===== src/rtl/barwin_pkg.sv =====
package barwin_pkg;

  typedef enum logic [1:0] {
    BAR_UNUSED = 2'd0,
    BAR_MEM32  = 2'd1,
    BAR_MEM64  = 2'd2,
    BAR_IO     = 2'd3
  } barKind_e;

  localparam int IDX_W = 3;
  localparam logic [7:0] FIRST_BAR_OFS = 8'h10;

  // strobes handed from control to datapath
  typedef struct packed {
    logic             cfgHit;
    logic             wrStb;
    logic [IDX_W-1:0] barSel;
    logic             memLook;
    logic             ioLook;
  } barStrobes_t;

endpackage


===== src/rtl/barwin_ctrl.sv =====
module barwin_ctrl
  import barwin_pkg::*;
#(
  parameter int NUM_BARS = 6
) (
  input  logic        [7:0] cfgAddr,
  input  logic              cfgWrEn,
  input  logic              reqValid,
  input  logic              reqIsIo,
  input  logic              memEnable,
  input  logic              ioEnable,
  output barStrobes_t       strb
);

  localparam logic [5:0] FIRST_DW = FIRST_BAR_OFS[7:2];
  localparam logic [5:0] LAST_DW  = 6'(int'(FIRST_DW) + NUM_BARS - 1);

  logic [5:0] dwIdx;
  logic [5:0] relIdx;

  always_comb begin
    dwIdx        = cfgAddr[7:2];
    relIdx       = dwIdx - FIRST_DW;
    strb.cfgHit  = (cfgAddr[1:0] == 2'b00) && (dwIdx >= FIRST_DW) && (dwIdx <= LAST_DW);
    strb.barSel  = relIdx[IDX_W-1:0];
    strb.wrStb   = strb.cfgHit && cfgWrEn;
    strb.memLook = reqValid && !reqIsIo && memEnable;
    strb.ioLook  = reqValid && reqIsIo && ioEnable;
  end

endmodule


===== src/rtl/barwin_dp.sv =====
module barwin_dp
  import barwin_pkg::*;
#(
  parameter int                        NUM_BARS      = 6,
  parameter logic [NUM_BARS-1:0][1:0]  BAR_KIND      = {BAR_MEM32, BAR_UNUSED, BAR_MEM64,
                                                        BAR_IO, BAR_UNUSED, BAR_MEM32},
  parameter logic [NUM_BARS-1:0][4:0]  BAR_SIZE_LOG2 = {5'd12, 5'd0, 5'd20, 5'd5, 5'd0, 5'd17},
  parameter logic [NUM_BARS-1:0]       BAR_PREFETCH  = 6'b001000
) (
  input  logic              clk,
  input  logic              rstN,
  input  barStrobes_t       strb,
  input  logic       [31:0] cfgWrData,
  input  logic       [63:0] reqAddr,
  output logic       [31:0] cfgRdData,
  output logic              hit,
  output logic [IDX_W-1:0]  hitIdx,
  output logic       [31:0] hitOffset
);

  logic [31:0]         baseQ  [NUM_BARS];
  logic [31:0]         rdBack [NUM_BARS];
  logic [31:0]         offs   [NUM_BARS];
  logic [NUM_BARS-1:0] hitVec;
  logic                upperZero;

  assign upperZero = (reqAddr[63:32] == 32'd0);

  for (genvar gi = 0; gi < NUM_BARS; gi++) begin : g_bar
    localparam logic [1:0]  KIND      = BAR_KIND[gi];
    localparam bit          IS_UPPER  = (gi > 0) &&
                                        (BAR_KIND[(gi > 0) ? gi - 1 : 0] == BAR_MEM64);
    localparam logic [31:0] SIZE_MASK = (32'd1 << BAR_SIZE_LOG2[gi]) - 32'd1;
    localparam logic [31:0] WR_MASK   = IS_UPPER ? 32'hFFFF_FFFF :
                                        (KIND == BAR_UNUSED) ? 32'd0 : ~SIZE_MASK;
    localparam logic [31:0] TYPE_BITS =
        IS_UPPER            ? 32'd0 :
        (KIND == BAR_IO)    ? 32'd1 :
        (KIND == BAR_MEM64) ? {28'd0, BAR_PREFETCH[gi], 3'b100} :
        (KIND == BAR_MEM32) ? {28'd0, BAR_PREFETCH[gi], 3'b000} : 32'd0;

    always_ff @(posedge clk) begin
      if (!rstN) begin
        baseQ[gi] <= 32'd0;
      end else if (strb.wrStb && strb.barSel == IDX_W'(gi)) begin
        baseQ[gi] <= cfgWrData & WR_MASK;
      end
    end

    assign rdBack[gi] = baseQ[gi] | TYPE_BITS;
    assign offs[gi]   = reqAddr[31:0] & SIZE_MASK;

    if (IS_UPPER || KIND == BAR_UNUSED) begin : g_none
      assign hitVec[gi] = 1'b0;
    end else if (KIND == BAR_IO) begin : g_io
      assign hitVec[gi] = strb.ioLook && upperZero &&
                          ((reqAddr[31:0] & ~SIZE_MASK) == baseQ[gi]);
    end else if (KIND == BAR_MEM32) begin : g_m32
      assign hitVec[gi] = strb.memLook && upperZero &&
                          ((reqAddr[31:0] & ~SIZE_MASK) == baseQ[gi]);
    end else if (gi < NUM_BARS - 1) begin : g_m64
      assign hitVec[gi] = strb.memLook && (reqAddr[63:32] == baseQ[gi+1]) &&
                          ((reqAddr[31:0] & ~SIZE_MASK) == baseQ[gi]);
    end else begin : g_m64_bad
      assign hitVec[gi] = 1'b0;
    end
  end

  assign cfgRdData = strb.cfgHit ? rdBack[strb.barSel] : 32'd0;

  logic             selHit;
  logic [IDX_W-1:0] selIdx;
  logic [31:0]      selOff;

  always_comb begin
    selHit = 1'b0;
    selIdx = '0;
    selOff = 32'd0;
    for (int i = NUM_BARS - 1; i >= 0; i--) begin
      if (hitVec[i]) begin
        selHit = 1'b1;
        selIdx = IDX_W'(i);
        selOff = offs[i];
      end
    end
  end

  always_ff @(posedge clk) begin
    if (!rstN) begin
      hit       <= 1'b0;
      hitIdx    <= '0;
      hitOffset <= 32'd0;
    end else begin
      hit       <= selHit;
      hitIdx    <= selIdx;
      hitOffset <= selOff;
    end
  end

endmodule


===== src/rtl/barwin_top.sv =====
module barwin_top
  import barwin_pkg::*;
#(
  parameter int                        NUM_BARS      = 6,
  parameter logic [NUM_BARS-1:0][1:0]  BAR_KIND      = {BAR_MEM32, BAR_UNUSED, BAR_MEM64,
                                                        BAR_IO, BAR_UNUSED, BAR_MEM32},
  parameter logic [NUM_BARS-1:0][4:0]  BAR_SIZE_LOG2 = {5'd12, 5'd0, 5'd20, 5'd5, 5'd0, 5'd17},
  parameter logic [NUM_BARS-1:0]       BAR_PREFETCH  = 6'b001000
) (
  input  logic        clk,
  input  logic        rstN,
  input  logic [7:0]  cfgAddr,
  input  logic        cfgWrEn,
  input  logic [31:0] cfgWrData,
  output logic [31:0] cfgRdData,
  input  logic        memEnable,
  input  logic        ioEnable,
  input  logic        reqValid,
  input  logic        reqIsIo,
  input  logic [63:0] reqAddr,
  output logic        hit,
  output logic [2:0]  hitIdx,
  output logic [31:0] hitOffset
);

  barStrobes_t strb;

  barwin_ctrl #(.NUM_BARS(NUM_BARS)) ctrl_i (
    .cfgAddr  (cfgAddr),
    .cfgWrEn  (cfgWrEn),
    .reqValid (reqValid),
    .reqIsIo  (reqIsIo),
    .memEnable(memEnable),
    .ioEnable (ioEnable),
    .strb     (strb)
  );

  barwin_dp #(
    .NUM_BARS     (NUM_BARS),
    .BAR_KIND     (BAR_KIND),
    .BAR_SIZE_LOG2(BAR_SIZE_LOG2),
    .BAR_PREFETCH (BAR_PREFETCH)
  ) dp_i (
    .clk      (clk),
    .rstN     (rstN),
    .strb     (strb),
    .cfgWrData(cfgWrData),
    .reqAddr  (reqAddr),
    .cfgRdData(cfgRdData),
    .hit      (hit),
    .hitIdx   (hitIdx),
    .hitOffset(hitOffset)
  );

endmodule


===== config.mk =====
export PLATFORM = sky130hd
export DESIGN_NAME = barwin_top
export DESIGN_NICKNAME = d
export VERILOG_FILES = /design/src/rtl/barwin_pkg.sv /design/src/rtl/barwin_ctrl.sv /design/src/rtl/barwin_dp.sv /design/src/rtl/barwin_top.sv
export SDC_FILE = /design/constraint.sdc
export NUM_CORES = 1
export LEC_CHECK = 0
export ABC_CLOCK_PERIOD_IN_PS = 4800
export BUFFER_PORTS_ARGS = -buffer_cell sky130_fd_sc_hd__buf_2
export CAP_MARGIN = 40
export CORE_MARGIN = 1.5
export CORE_UTILIZATION = 50
export CTS_CLUSTER_DIAMETER = 60
export DETAILED_ROUTE_END_ITERATION = 16
export PLACE_DENSITY = 0.84
export SYNTH_ARGS = -nofsm -noshare
export SYNTH_HDL_FRONTEND = slang
export SYNTH_SLANG_ARGS = --single-unit
export TNS_END_PERCENT = 5

===== constraint.sdc =====
create_clock -name clk -period 4.8 [get_ports clk]
set_input_delay 0.72 -clock clk [delete_from_list [all_inputs] [get_ports clk]]
set_output_delay 0.72 -clock clk [all_outputs]
set_load 0.03 [all_outputs]

==> results of run 1 <==
-- where the power goes --
group	leakage, nW	switching [mW]	total [mW]	internal (mW)
combinational	1.94	0.202	0.339	0.138
sequential	1.20	0.0399	1.31	1.27
clock	0.269	0.466	1.20	0.731
total	3.41	0.708	2.84	2.13
-- synth_stat cells, drive strengths merged --
master  count
and2      107
edfxtp    106
xnor2      83
buf        33
nor2       33
mux2       29
a22oi      27
nand4      25
dfxtp      24
xor2       23
nor4       22
nand2      18
clkbuf     14
a22o       12
inv        11
nor3       11
a31oi       7
a41oi       6
a211oi      5
a21oi       5
a221oi      3
nand2b      3
nand3       3
o21ai       3
nor2b       2
o31ai       2
a41o        1
conb        1
mux2i       1
nand3b      1
nor3b       1
or3         1
or4         1
-- routing by layer --
layer | share of wire [%] | wire [um] | up-vias
met3 | 12 | 2650 | 109
met5 | 0 | 0 | -
li1 | - | - | 2544
met1 | 37 | 8150 | 2698
met4 | 5.8 | 1300 | 0
met2 | 46 | 10100 | 447
-- final timing paths --
check | end | slack [ps] | from | depth (start not counted)
min reg2reg | dp_i.hitOffset[14]$_SDFF_PN0_ | 1000 | dp_i.baseQ[0][28]$_SDFFCE_PN0P_ | 5
min | dp_i.hitOffset[0]$_SDFF_PN0_ | 530 | reqAddr[0] | 3
max | cfgRdData[14] | 1310 | cfgAddr[3] | 7
max reg2reg | dp_i.hitOffset[16]$_SDFF_PN0_ | 2260 | dp_i.baseQ[2][13]$_SDFFCE_PN0P_ | 5
-- critical path: cells and delay by family --
| family | cells | cell delay, ps |
|---|---|---|
| buffers and inverters | 3 | 1080 |
| muxes | 1 | 180 |
| and+or+nand+nor | 3 | 760 |
-- cell families (layout without fill, tap and decap cells) --
logic type / after synthesis / count (layout)
AO/OA/AOI/OAI: 71 / 71
XOR/XNOR: 106 / 106
buffers and inverters: 58 / 223
flip-flops: 130 / 130
multiplexers: 30 / 30
other: 1 / 13
AND/OR/NAND/NOR: 228 / 228
-- sequential cells by signal, summed over array words and instances (netlist names) --
signal	count
dp_i.hitOffset	20
dp_i.hit	1
dp_i.baseQ	106
dp_i.hitIdx	3
-- metrics by stage --
stage | worst slack (ps) | power, mW
floorplan | 681 | 1.51
global placement | 1310 | 1.65
detailed placement | 1390 | 1.66
CTS | 1370 | 2.84
global route | 1190 | 2.92
finish | 1310 | 2.84
-- layout make-up --
class / count / area (um2) / area share (%)
multi-input cells: 447 / 3300 / 37.8
flip-flops and latches: 130 / 3660 / 42.0
diodes: 1 / 2.50 / 0.0287
inverters: 11 / 41.3 / 0.474
clock inverters: 5 / 25.0 / 0.287
repair buffers: 180 / 947 / 10.9
clock buffers: 27 / 515 / 5.91
well taps: 180 / 225 / 2.58
==> results by group, run 1 <==
Logic synthesis
  – Area contributors post-synth: edfxtp_1 44%, xnor2_1 10%, and2_1 9.3%
  – Post-synthesis simple-gate area fraction: 19.5%
  – Syn Inst Count: 624
  – Post-synthesis adder-cell area fraction: 0%
  – Synth Area in Compound Gates: under 10%
  – Xor/xnor share of the synthesized area: approximately 13%
  – Post-synthesis sequential area ratio: 51.0%
  – Area leader, netlist: edfxtp_1
  – Synth top area share: 44.3%
  – Main combinational cell family by area after synthesis: simple AND/OR/NAND/NOR gates
  – Post-Syn Area: roughly 7000 um2
  – Mux cell area share after synthesis: 4.69%
  – Unique masters post-synth: 45
  – Ys Warns: 0
  – Syn Area/Cell: roughly 12 um2
  – FF+latch count, synth: 130

CTS
  – Clock tree buffer depth: 2
  – Post-CTS Setup Inserts: 0
  – Worst skew pair latency: between 400 and 500 ps
  – Hold_buf cts: 0
  – H-tree levels: 4
  – CTS sink count: 130
  – Clock buffer count from CTS: 17
  – Root buffer cell: clkbuf_16
  – Post-cts resize count: 0
  – CTS tree: yes
  – Worst-path clk slew: 50 ps

Route
  – DRC: 0
  – DR vias: 5798
  – ANT nets after route: 0
  – Vias/cell: 5.91
  – Initial DRC count: approximately 560
  – DRT Wirelength: ~22000 um
  – Wire per inst: 22.6 um
  – DR pass1 iterations: 5

Finish
  – Most common cell after layout, fill and taps aside: buf_2
  – Final std cells w/o fill: 981
  – Layout area overhead: 21.3%
  – Layout cells sized above 1: 32.3%
  – Filler cells: 1085
  – Final core occ: 62.5%
  – Nets: 898
  – Commonest cells after routing, fill and taps aside: 166 x buf_2, 107 x and2_1, 106 x edfxtp_1
  – Finished Cell Area: approximately 8700 um2

Timing
  – Max transition margin: 31.6%
  – Max frequency: 0.287 GHz
  – Final Hold Viols: 0
  – Tcrit/Tclk final: 72.7%
  – Final setup violation count: 0
  – RSZ-0062 raised after global routing: no
  – Clk_skew: 7.74 ps
  – Final setup TNS: 0 ps
  – Slew @ Worst Pin: 1020 ps
  – Hold Worst Slack: 530 ps
  – Min cycle time layout: 3490 ps
  – Max-slew violations: 0

Global routing
  – Met1 usage: between 30% and 40%
  – Grt met3 use: 7.39%
  – Met2 Resource Use GR: 47.9%
  – Gr busiest metal: met2
  – All-Layer GR Usage: 30.5%
  – Initial antenna violation count: 1
  – Vias in the first global route: 5575
  – Global-route wire length before repair: approximately 33000 um
  – GRT Residual Overflow: 0
  – Largest net degree at the start of global routing: 38

Setup path
  – CP peak stage delay: ~630 ps
  – Crit path DAT: 2770 ps
  – WP data required: between 4000 and 5000 ps
  – CP max FO: 26
  – Most used cell, CP: buf_2
  – Critical path class: input port to primary output
  – Type of element capturing the critical path: primary output
  – Crit-path cells: buf_2, nor2_4, mux2i_1, nand2b_1, buf_4, nor2_1, buf_2
  – Startpoint Class: input port
  – Crit-path slowest cell: nand2b_1

Placed design
  – Post-DP HPWL: between 15000 and 20000 um
  – Placed Cells: around 950
  – DP Area: 8170 um2
  – Port bufs: around 170
  – GP Congestion: 0.991

Status
  – Status: finished clean

Die
  – I/O pin count: 179
  – Rows: 43
  – Die Height: 123 um
  – Starting Density: 51.5%
  – Die area: 15100 um2
  – Core area: about 14000 um2
  – Die Wd: around 120 um

Job
  – Number of max-cap violations: 0

Pwr
  – PD cells: 326 nW/um2
  – Leakage: 3.41 nW
  – Max VDD drop: 0.247 mV

Worst hold path
  – HP Class: input port to flip-flop
(Power assumes the default switching activity.)
==> inputs of run 2 (changes only) <==
--- a/config.mk
+++ b/config.mk
@@ -5,14 +5,15 @@
 export SDC_FILE = /design/constraint.sdc
 export NUM_CORES = 1
 export LEC_CHECK = 0
-export ABC_CLOCK_PERIOD_IN_PS = 4800
+export ABC_AREA = 1
+export ABC_CLOCK_PERIOD_IN_PS = 3200
 export BUFFER_PORTS_ARGS = -buffer_cell sky130_fd_sc_hd__buf_2
 export CAP_MARGIN = 40
 export CORE_MARGIN = 1.5
-export CORE_UTILIZATION = 50
+export CORE_UTILIZATION = 49
 export CTS_CLUSTER_DIAMETER = 60
 export DETAILED_ROUTE_END_ITERATION = 16
-export PLACE_DENSITY = 0.84
+export PLACE_DENSITY = 0.85
 export SYNTH_ARGS = -nofsm -noshare
 export SYNTH_HDL_FRONTEND = slang
 export SYNTH_SLANG_ARGS = --single-unit
==> constraint.sdc (replaced) <==
create_clock -name clk -period 3.2 [get_ports clk]
set_input_delay 0.48 -clock clk [delete_from_list [all_inputs] [get_ports clk]]
set_output_delay 0.48 -clock clk [all_outputs]
set_load 0.03 [all_outputs]
==> results by group, run 2 <==
Status
  – Status: finished clean (unchanged)

Finish
  – Largest regs: dp_i.baseQ x106, dp_i.hitOffset x20, dp_i.hitIdx x3 (unchanged)
  – Layout cells sized above 1: 21.3% (was 32.3%)
  – Finished Cell Area: 9000 um2 (was 8720 um2)
  – Max reg flops: 106 (unchanged)
  – Layout area overhead: 22.9% (was 21.3%)
  – Nets: 1187 (was 898)
  – Most common cell after layout, fill and taps aside: nand2_1 (was buf_2)
  – Biggest register: dp_i.baseQ (unchanged)
  – Final core occ: 61.7% (was 62.5%)
  – Antenna cell count: 0 (was 1)
  – Final std cells w/o fill: 1273 (was 981)
  – Commonest cells after routing, fill and taps aside: 223 x nand2_1, 188 x nor2_1, 166 x buf_2 (was 166 x buf_2, 107 x and2_1, 106 x edfxtp_1)

Timing
  – Final setup violation count: 0 (unchanged)
  – RSZ-0062 raised after global routing: no (unchanged)
  – Hold Worst Slack: 261 ps (was 530 ps)
  – Max transition margin: 63.4% (was 31.6%)
  – Max-slew violations: 0 (unchanged)
  – Final setup TNS: 0 ps (unchanged)
  – Max frequency: 0.362 GHz
  – Clk_skew: 7.98 ps (was 7.74 ps)
  – Min cycle time layout: 2760 ps
  – Slew @ Worst Pin: 549 ps (was 1020 ps)
  – Final Hold Viols: 0 (unchanged)
  – Final worst slack: 441 ps (was 1310 ps)
  – Tcrit/Tclk final: approximately 86%

Setup path
  – Reg2reg path depth: 11 (was 5)
  – CP max FO: 10 (was 26)
  – Critical path class: input port to primary output (unchanged)
  – Crit path DAT: 2280 ps (was 2770 ps)
  – Type of element capturing the critical path: primary output (unchanged)
  – Startpoint Class: input port (unchanged)
  – R2R Setup Slk: 1280 ps (was 2260 ps)
  – WP data required: 2720 ps (was 4080 ps)
  – Reg2Reg Launch Point: dp_i.baseQ[2][22]$_SDFFCE_PN0P_ (was dp_i.baseQ[2][13]$_SDFFCE_PN0P_)
  – Reg2Reg Capture Point: dp_i.hitOffset[10]$_SDFF_PN0_ (was dp_i.hitOffset[16]$_SDFF_PN0_)

Global routing
  – All-Layer GR Usage: 29.8% (was 30.5%)
  – Largest net degree at the start of global routing: 28 (was 38)
  – GRT Residual Overflow: 0 (unchanged)
  – Global-route wire length before repair: 35000 um (was 32700 um)
  – Vias in the first global route: 6455 (was 5575)
  – Initial antenna violation count: 0 (was 1)

Die
  – Die Wd: 125 um (was 123 um)
  – Die area: 15700 um2 (was 15100 um2)
  – Die Height: 125 um (was 123 um)
  – I/O pin count: 179 (unchanged)
  – Rows: 44 (was 43)
  – Starting Density: 50.2% (was 51.5%)
  – Core area: 14600 um2 (was 13900 um2)

CTS
  – H-tree levels: 4 (unchanged)
  – Root buffer cell: clkbuf_16 (unchanged)
  – Worst skew pair latency: 430 ps (about the same)
  – Clock tree buffer depth: 2 (unchanged)
  – Worst-path clk slew: 60 ps (was 50 ps)
  – Post-cts resize count: 0 (unchanged)
  – CTS tree: yes (unchanged)
  – Post-CTS Setup Inserts: 0 (unchanged)
  – Clock buffer count from CTS: 17 (unchanged)
  – Hold_buf cts: 0 (unchanged)
  – CTS sink count: 130 (unchanged)

Logic synthesis
  – Area leader, netlist: edfxtp_1 (unchanged)
  – Syn Inst Count: 899 (was 624)
  – Synth top area share: 43.5% (was 44.3%)
  – Top_reg_cell synth: edfxtp_1 (unchanged)
  – Ys async rst share: 0% (unchanged)
  – Synth top cells by count: 223 x nand2_1, 189 x nor2_1, 139 x inv_1 (was 107 x and2_1, 106 x edfxtp_1, 83 x xnor2_1)
  – FF+latch count, synth: 130 (unchanged)
  – Unique masters post-synth: 39 (was 45)
  – Syn Area/Cell: 8.15 um2 (was 11.5 um2)
  – Post-Syn Area: 7320 um2 (was 7180 um2)
  – Area contributors post-synth: edfxtp_1 43%, nand2_1 11%, nor2_1 9.7% (was edfxtp_1 44%, xnor2_1 10%, and2_1 9.3%)
  – Ys Warns: 0 (unchanged)
  – Post-synth EDFFs: 106 (unchanged)
  – Post-synthesis sequential area ratio: 50.0% (was 51.0%)
  – Most frequent cell after synthesis: nand2_1 (was and2_1)

Route
  – Met2 wire len: 10400 um (was 10100 um)
  – DRC: 0 (unchanged)
  – Highest metal layer with signal wires: met4 (unchanged)
  – Vias/cell: 5.34 (was 5.91)
  – WL met3: 2720 um (was 2650 um)
  – DR vias: 6801 (was 5798)
  – Wire per inst: 18.1 um (was 22.6 um)
  – Initial DRC count: 910 (was 562)
  – DR pass1 iterations: 7 (was 5)
  – ANT nets after route: 0 (unchanged)
  – DRT Wirelength: 23000 um (was 22200 um)
  – Met1 WL: 8600 um (was 8150 um)

Pwr
  – Leakage: 4.34 nW (was 3.41 nW)
  – Total power: 4.57 mW (was 2.84 mW)
  – Max VDD drop: 0.381 mV (was 0.247 mV)
  – PD cells: 507 nW/um2 (was 326 nW/um2)

Placed design
  – GP Congestion: 0.987 (was 0.991)
  – Port bufs: 166 (unchanged)
  – Placed Cells: 1241 (was 948)
  – Post-DP HPWL: 17600 um (was 16700 um)
  – DP Area: 8370 um2 (was 8170 um2)
  – Place WS: 478 ps (was 1390 ps)

Job
  – Number of max-cap violations: 0 (unchanged)

Worst hold path
  – HP Class: input port to flip-flop (unchanged)
  – Hold path endpoint: dp_i.hitOffset[1]$_SDFF_PN0_ (was dp_i.hitOffset[0]$_SDFF_PN0_)
  – Hold Path Depth: 3 (unchanged)
  – Start point of the worst hold path: reqAddr[1] (was reqAddr[0])
run 2: cell count changes after synthesis, moves of 22 or more:
| cell | previous run | this run |
|---|---|---|
| nor2_1 | 32 | 189 |
| and2_1 | 107 | 0 |
| a221oi_1 | 3 | 25 |
| inv_1 | 10 | 139 |
| nand2_1 | 18 | 223 |
| mux2_2 | 29 | 0 |
run 2: how the worst max path moves through the flow:
| stage | start | slack [ps] | cells after the start | end |
|---|---|---|---|---|
| 3_5_place_dp | cfgAddr[4] | 480 | 8 | cfgRdData[25] |
| 5_1_grt | cfgAddr[4] | 360 | 8 | cfgRdData[25] |
| 3_3_place_gp | cfgAddr[4] | 530 | 8 | cfgRdData[25] |
| 4_1_cts | cfgAddr[4] | 460 | 8 | cfgRdData[25] |
| 6_report | cfgAddr[4] | 440 | 8 | cfgRdData[25] |
| 2_1_floorplan | cfgAddr[7] | -470 | 6 | dp_i.baseQ[1][10]$_SDFFCE_PN0P_ |
run 2: kinds of logic (layout without fill, tap and decap cells):
logic type	Yosys count	count (layout)	synth area share, %
buf+inv	180	359	10.4
other cells	1	12	0.0512
simple gates	453	453	24.9
xor+xnor	69	69	8.25
compound gates	66	66	6.37
flops	130	130	50.0
run 2: metal layers:
layer	GRT usage, %	vias up
met1	36.9	3042
met3	8.17	101
met5	0	-
met4	17.3	0
li1	-	3161
met2	46.8	497
run 2: report_power, final:
| group | switching [mW] | internal, mW |
|---|---|---|
| Clock | 0.767 | 1.31 |
| Sequential | 0.0642 | 1.90 |
| Combinational | 0.337 | 0.190 |
run 2: layout make-up:
cell class	instances	area, um2
Clock inverter	15	205
Inverter	141	529
Tap cell	184	230
Sequential cell	130	3660
Multi-Input combinational cell	600	2950
Timing Repair Buffer	186	993
Fill cell	1228	5590
Clock buffer	17	425
run 2: critical path, cell delays in order:
cell and delay [ps]:
buf_2 200, nor2_1 90, nor4_2 270, nand2_2 250, inv_1 370, o21ai_0 160
nor3_1 200, buf_2 240
==> inputs of run 3 (changes only) <==
--- a/config.mk
+++ b/config.mk
@@ -9,6 +9,7 @@
 export ABC_CLOCK_PERIOD_IN_PS = 3200
 export BUFFER_PORTS_ARGS = -buffer_cell sky130_fd_sc_hd__buf_2
 export CAP_MARGIN = 40
+export CORE_ASPECT_RATIO = 1.75
 export CORE_MARGIN = 1.5
 export CORE_UTILIZATION = 49
 export CTS_CLUSTER_DIAMETER = 60
==> results by group, run 3 (synthesis results as in run 2) <==
Status
  – Status: finished clean (unchanged)

Global routing
  – Initial antenna violation count: 1 (was 0)
  – Vias in the first global route: 6587 (was 6455)
  – GRT Residual Overflow: 0 (unchanged)
  – All-Layer GR Usage: 31.7% (was 29.8%)
  – Largest net degree at the start of global routing: 28 (unchanged)
  – Global-route wire length before repair: 35500 um (was 35000 um)

Setup path
  – Crit-path slowest cell: inv_1 (unchanged)
  – Critical path class: input port to primary output (unchanged)
  – Startpoint Class: input port (unchanged)
  – Reg2reg path depth: 12 (was 11)
  – R2R Setup Slk: 1360 ps (was 1280 ps)
  – Worst path top cell family by delay: simple AND/OR/NAND/NOR gates (was buffers and inverters)
  – Type of element capturing the critical path: primary output (unchanged)
  – WP data required: 2720 ps (about the same)
  – Reg2Reg Capture Point: dp_i.hitOffset[1]$_SDFF_PN0_ (was dp_i.hitOffset[10]$_SDFF_PN0_)
  – CP max FO: 16 (was 10)
  – Crit path DAT: 2500 ps (was 2280 ps)
  – Crit-path cells: buf_2, or2_0, nor4_2, nand2_2, inv_1, o21ai_0, nor3_1, buf_2 (was buf_2, nor2_1, nor4_2, nand2_2, inv_1, o21ai_0, nor3_1, buf_2)
  – Most used cell, CP: buf_2 (unchanged)
  – Worst Path Buf+Inv: 3 (unchanged)
  – Reg2Reg Launch Point: dp_i.baseQ[1][16]$_SDFFCE_PN0P_ (was dp_i.baseQ[2][22]$_SDFFCE_PN0P_)
  – CP peak stage delay: 450 ps (was 370 ps)

CTS
  – Post-cts resize count: 0 (unchanged)
  – CTS sink count: 130 (unchanged)
  – Worst skew pair latency: 430 ps (about the same)
  – Root buffer cell: clkbuf_16 (unchanged)
  – CTS tree: yes (unchanged)
  – H-tree levels: 4 (unchanged)
  – Hold_buf cts: 0 (unchanged)
  – Post-CTS Setup Inserts: 0 (unchanged)
  – Clock buffer count from CTS: 17 (unchanged)
  – Clock tree buffer depth: 2 (unchanged)
  – Worst-path clk slew: 60 ps (about the same)

Placed design
  – Placed Cells: 1237 (was 1241)
  – Place WS: 296 ps (was 478 ps)
  – GP Congestion: 0.960 (was 0.987)
  – Post-DP HPWL: 18300 um (was 17600 um)
  – Port bufs: 166 (unchanged)

Pwr
  – PD cells: 492 nW/um2 (was 507 nW/um2)
  – Max VDD drop: 0.325 mV (was 0.381 mV)
  – Leakage: 4.29 nW (was 4.34 nW)

Timing
  – Clk_skew: 8.70 ps (was 7.98 ps)
  – Final Hold Viols: 0 (unchanged)
  – Final setup TNS: 0 ps (unchanged)
  – Tcrit/Tclk final: 93.0% (was 86.2%)
  – Slew @ Worst Pin: 533 ps (was 549 ps)
  – Final setup violation count: 0 (unchanged)
  – RSZ-0062 raised after global routing: no (unchanged)
  – Final worst slack: 222 ps (was 441 ps)
  – Hold Worst Slack: 269 ps (was 261 ps)
  – Max transition margin: 64.5% (was 63.4%)
  – Max-slew violations: 0 (unchanged)
  – Min cycle time layout: 2980 ps (was 2760 ps)
  – Max frequency: 0.336 GHz (was 0.362 GHz)

Worst hold path
  – Hold Path Depth: 3 (unchanged)
  – Hold path endpoint: dp_i.hitOffset[0]$_SDFF_PN0_ (was dp_i.hitOffset[1]$_SDFF_PN0_)
  – HP Class: input port to flip-flop (unchanged)
  – Start point of the worst hold path: reqAddr[0] (was reqAddr[1])

Route
  – DR vias: 6753 (was 6801)
  – Vias/cell: 5.32 (was 5.34)
  – DRT Wirelength: 24100 um (was 23000 um)
  – DRC: 0 (unchanged)
  – Initial DRC count: 616 (was 910)
  – Wire per inst: 19.0 um (was 18.1 um)
  – DR pass1 iterations: 5 (was 7)
  – ANT nets after route: 0 (unchanged)

Die
  – Starting Density: 49.6% (was 50.2%)
  – Die Wd: 95.4 um (was 125 um)
  – Die area: 15700 um2 (about the same)
  – I/O pin count: 179 (unchanged)
  – Rows: 59 (was 44)
  – Die Height: 165 um (was 125 um)
  – Core area: 14800 um2 (was 14600 um2)

Finish
  – Biggest register: dp_i.baseQ (unchanged)
  – Final std cells w/o fill: 1269 (was 1273)
  – Largest regs: dp_i.baseQ x106, dp_i.hitOffset x20, dp_i.hitIdx x3 (unchanged)
  – Layout area overhead: 21.7% (was 22.9%)
  – Filler cells: 1354 (was 1228)
  – Commonest cells after routing, fill and taps aside: 223 x nand2_1, 188 x nor2_1, 166 x buf_2 (unchanged)
  – Nets: 1184 (was 1187)
  – Most common cell after layout, fill and taps aside: nand2_1 (unchanged)
  – Max reg flops: 106 (unchanged)
  – Final core occ: 60.4% (was 61.7%)
  – Layout cells sized above 1: 20.9% (was 21.3%)

Job
  – Number of max-cap violations: 0 (unchanged)
[run 3: changes by cell type in the layout (fill, tap and decap cells not counted), sizes merged]
cell	previous run	this run
clkbuf	17	18
diode	0	1
bufinv	4	2
clkinvlp	2	4
inv	144	142
buf	186	183
[run 3: layer usage]
layer,part of all wire (%),global-route usage (%),up-vias
met5,0,0,-
met4,6.2,20.6,0
met3,8.4,4.74,101
met2,53,57.2,431
met1,32,33.3,3066
li1,-,-,3155
[run 3: how the worst max path moves through the flow]
stage	from	to	slack [ps]	cells past startpoint
final	cfgAddr[7]	cfgRdData[22]	220	8
after global routing	cfgAddr[7]	cfgRdData[29]	120	8
after CTS	cfgAddr[7]	cfgRdData[22]	270	8
after detailed placement	cfgAddr[7]	cfgRdData[22]	300	8
after global placement	cfgAddr[7]	cfgRdData[22]	370	8
after floorplan	cfgAddr[7]	dp_i.baseQ[1][10]$_SDFFCE_PN0P_	-470	6
[run 3: report_power, final]
group | internal [mW] | switching [mW] | leakage, nW | total (mW)
Sequential | 1.90 | 0.0674 | 1.20 | 1.97
Clock | 1.14 | 0.765 | 0.266 | 1.90
Combinational | 0.186 | 0.329 | 2.83 | 0.515
[run 3: worst reg2reg max path, cell delays in order, from the launching register on]
cell	delay, ps
edfxtp_1	430
inv_1	90
nand2_1	80
nand2_1	70
inv_1	40
nand2_1	110
nor2_1	60
nand2_1	110
nor2_1	70
nand3_1	100
nand2_1	60
o21bai_1	400
nor2_1	80
[run 3: stage by stage]
step | total power [mW] | area (um2)
after floorplan | 2.28 | 7360
after global placement | 2.49 | 8340
after detailed placement | 2.50 | 8340
after CTS | 4.37 | 8910
after global routing | 4.51 | 8910
final | 4.39 | 8910
[run 3: layout make-up]
class	count	area, um2	share of cell area [%]
antenna	1	2.50	0.0281
inverter	141	529	5.94
clock buffer	18	429	4.81
timing repair buffer	183	971	10.9
multi-input combinational	600	2950	33.1
tap	183	229	2.57
sequential	130	3660	41.1
clock inverter	13	139	1.56
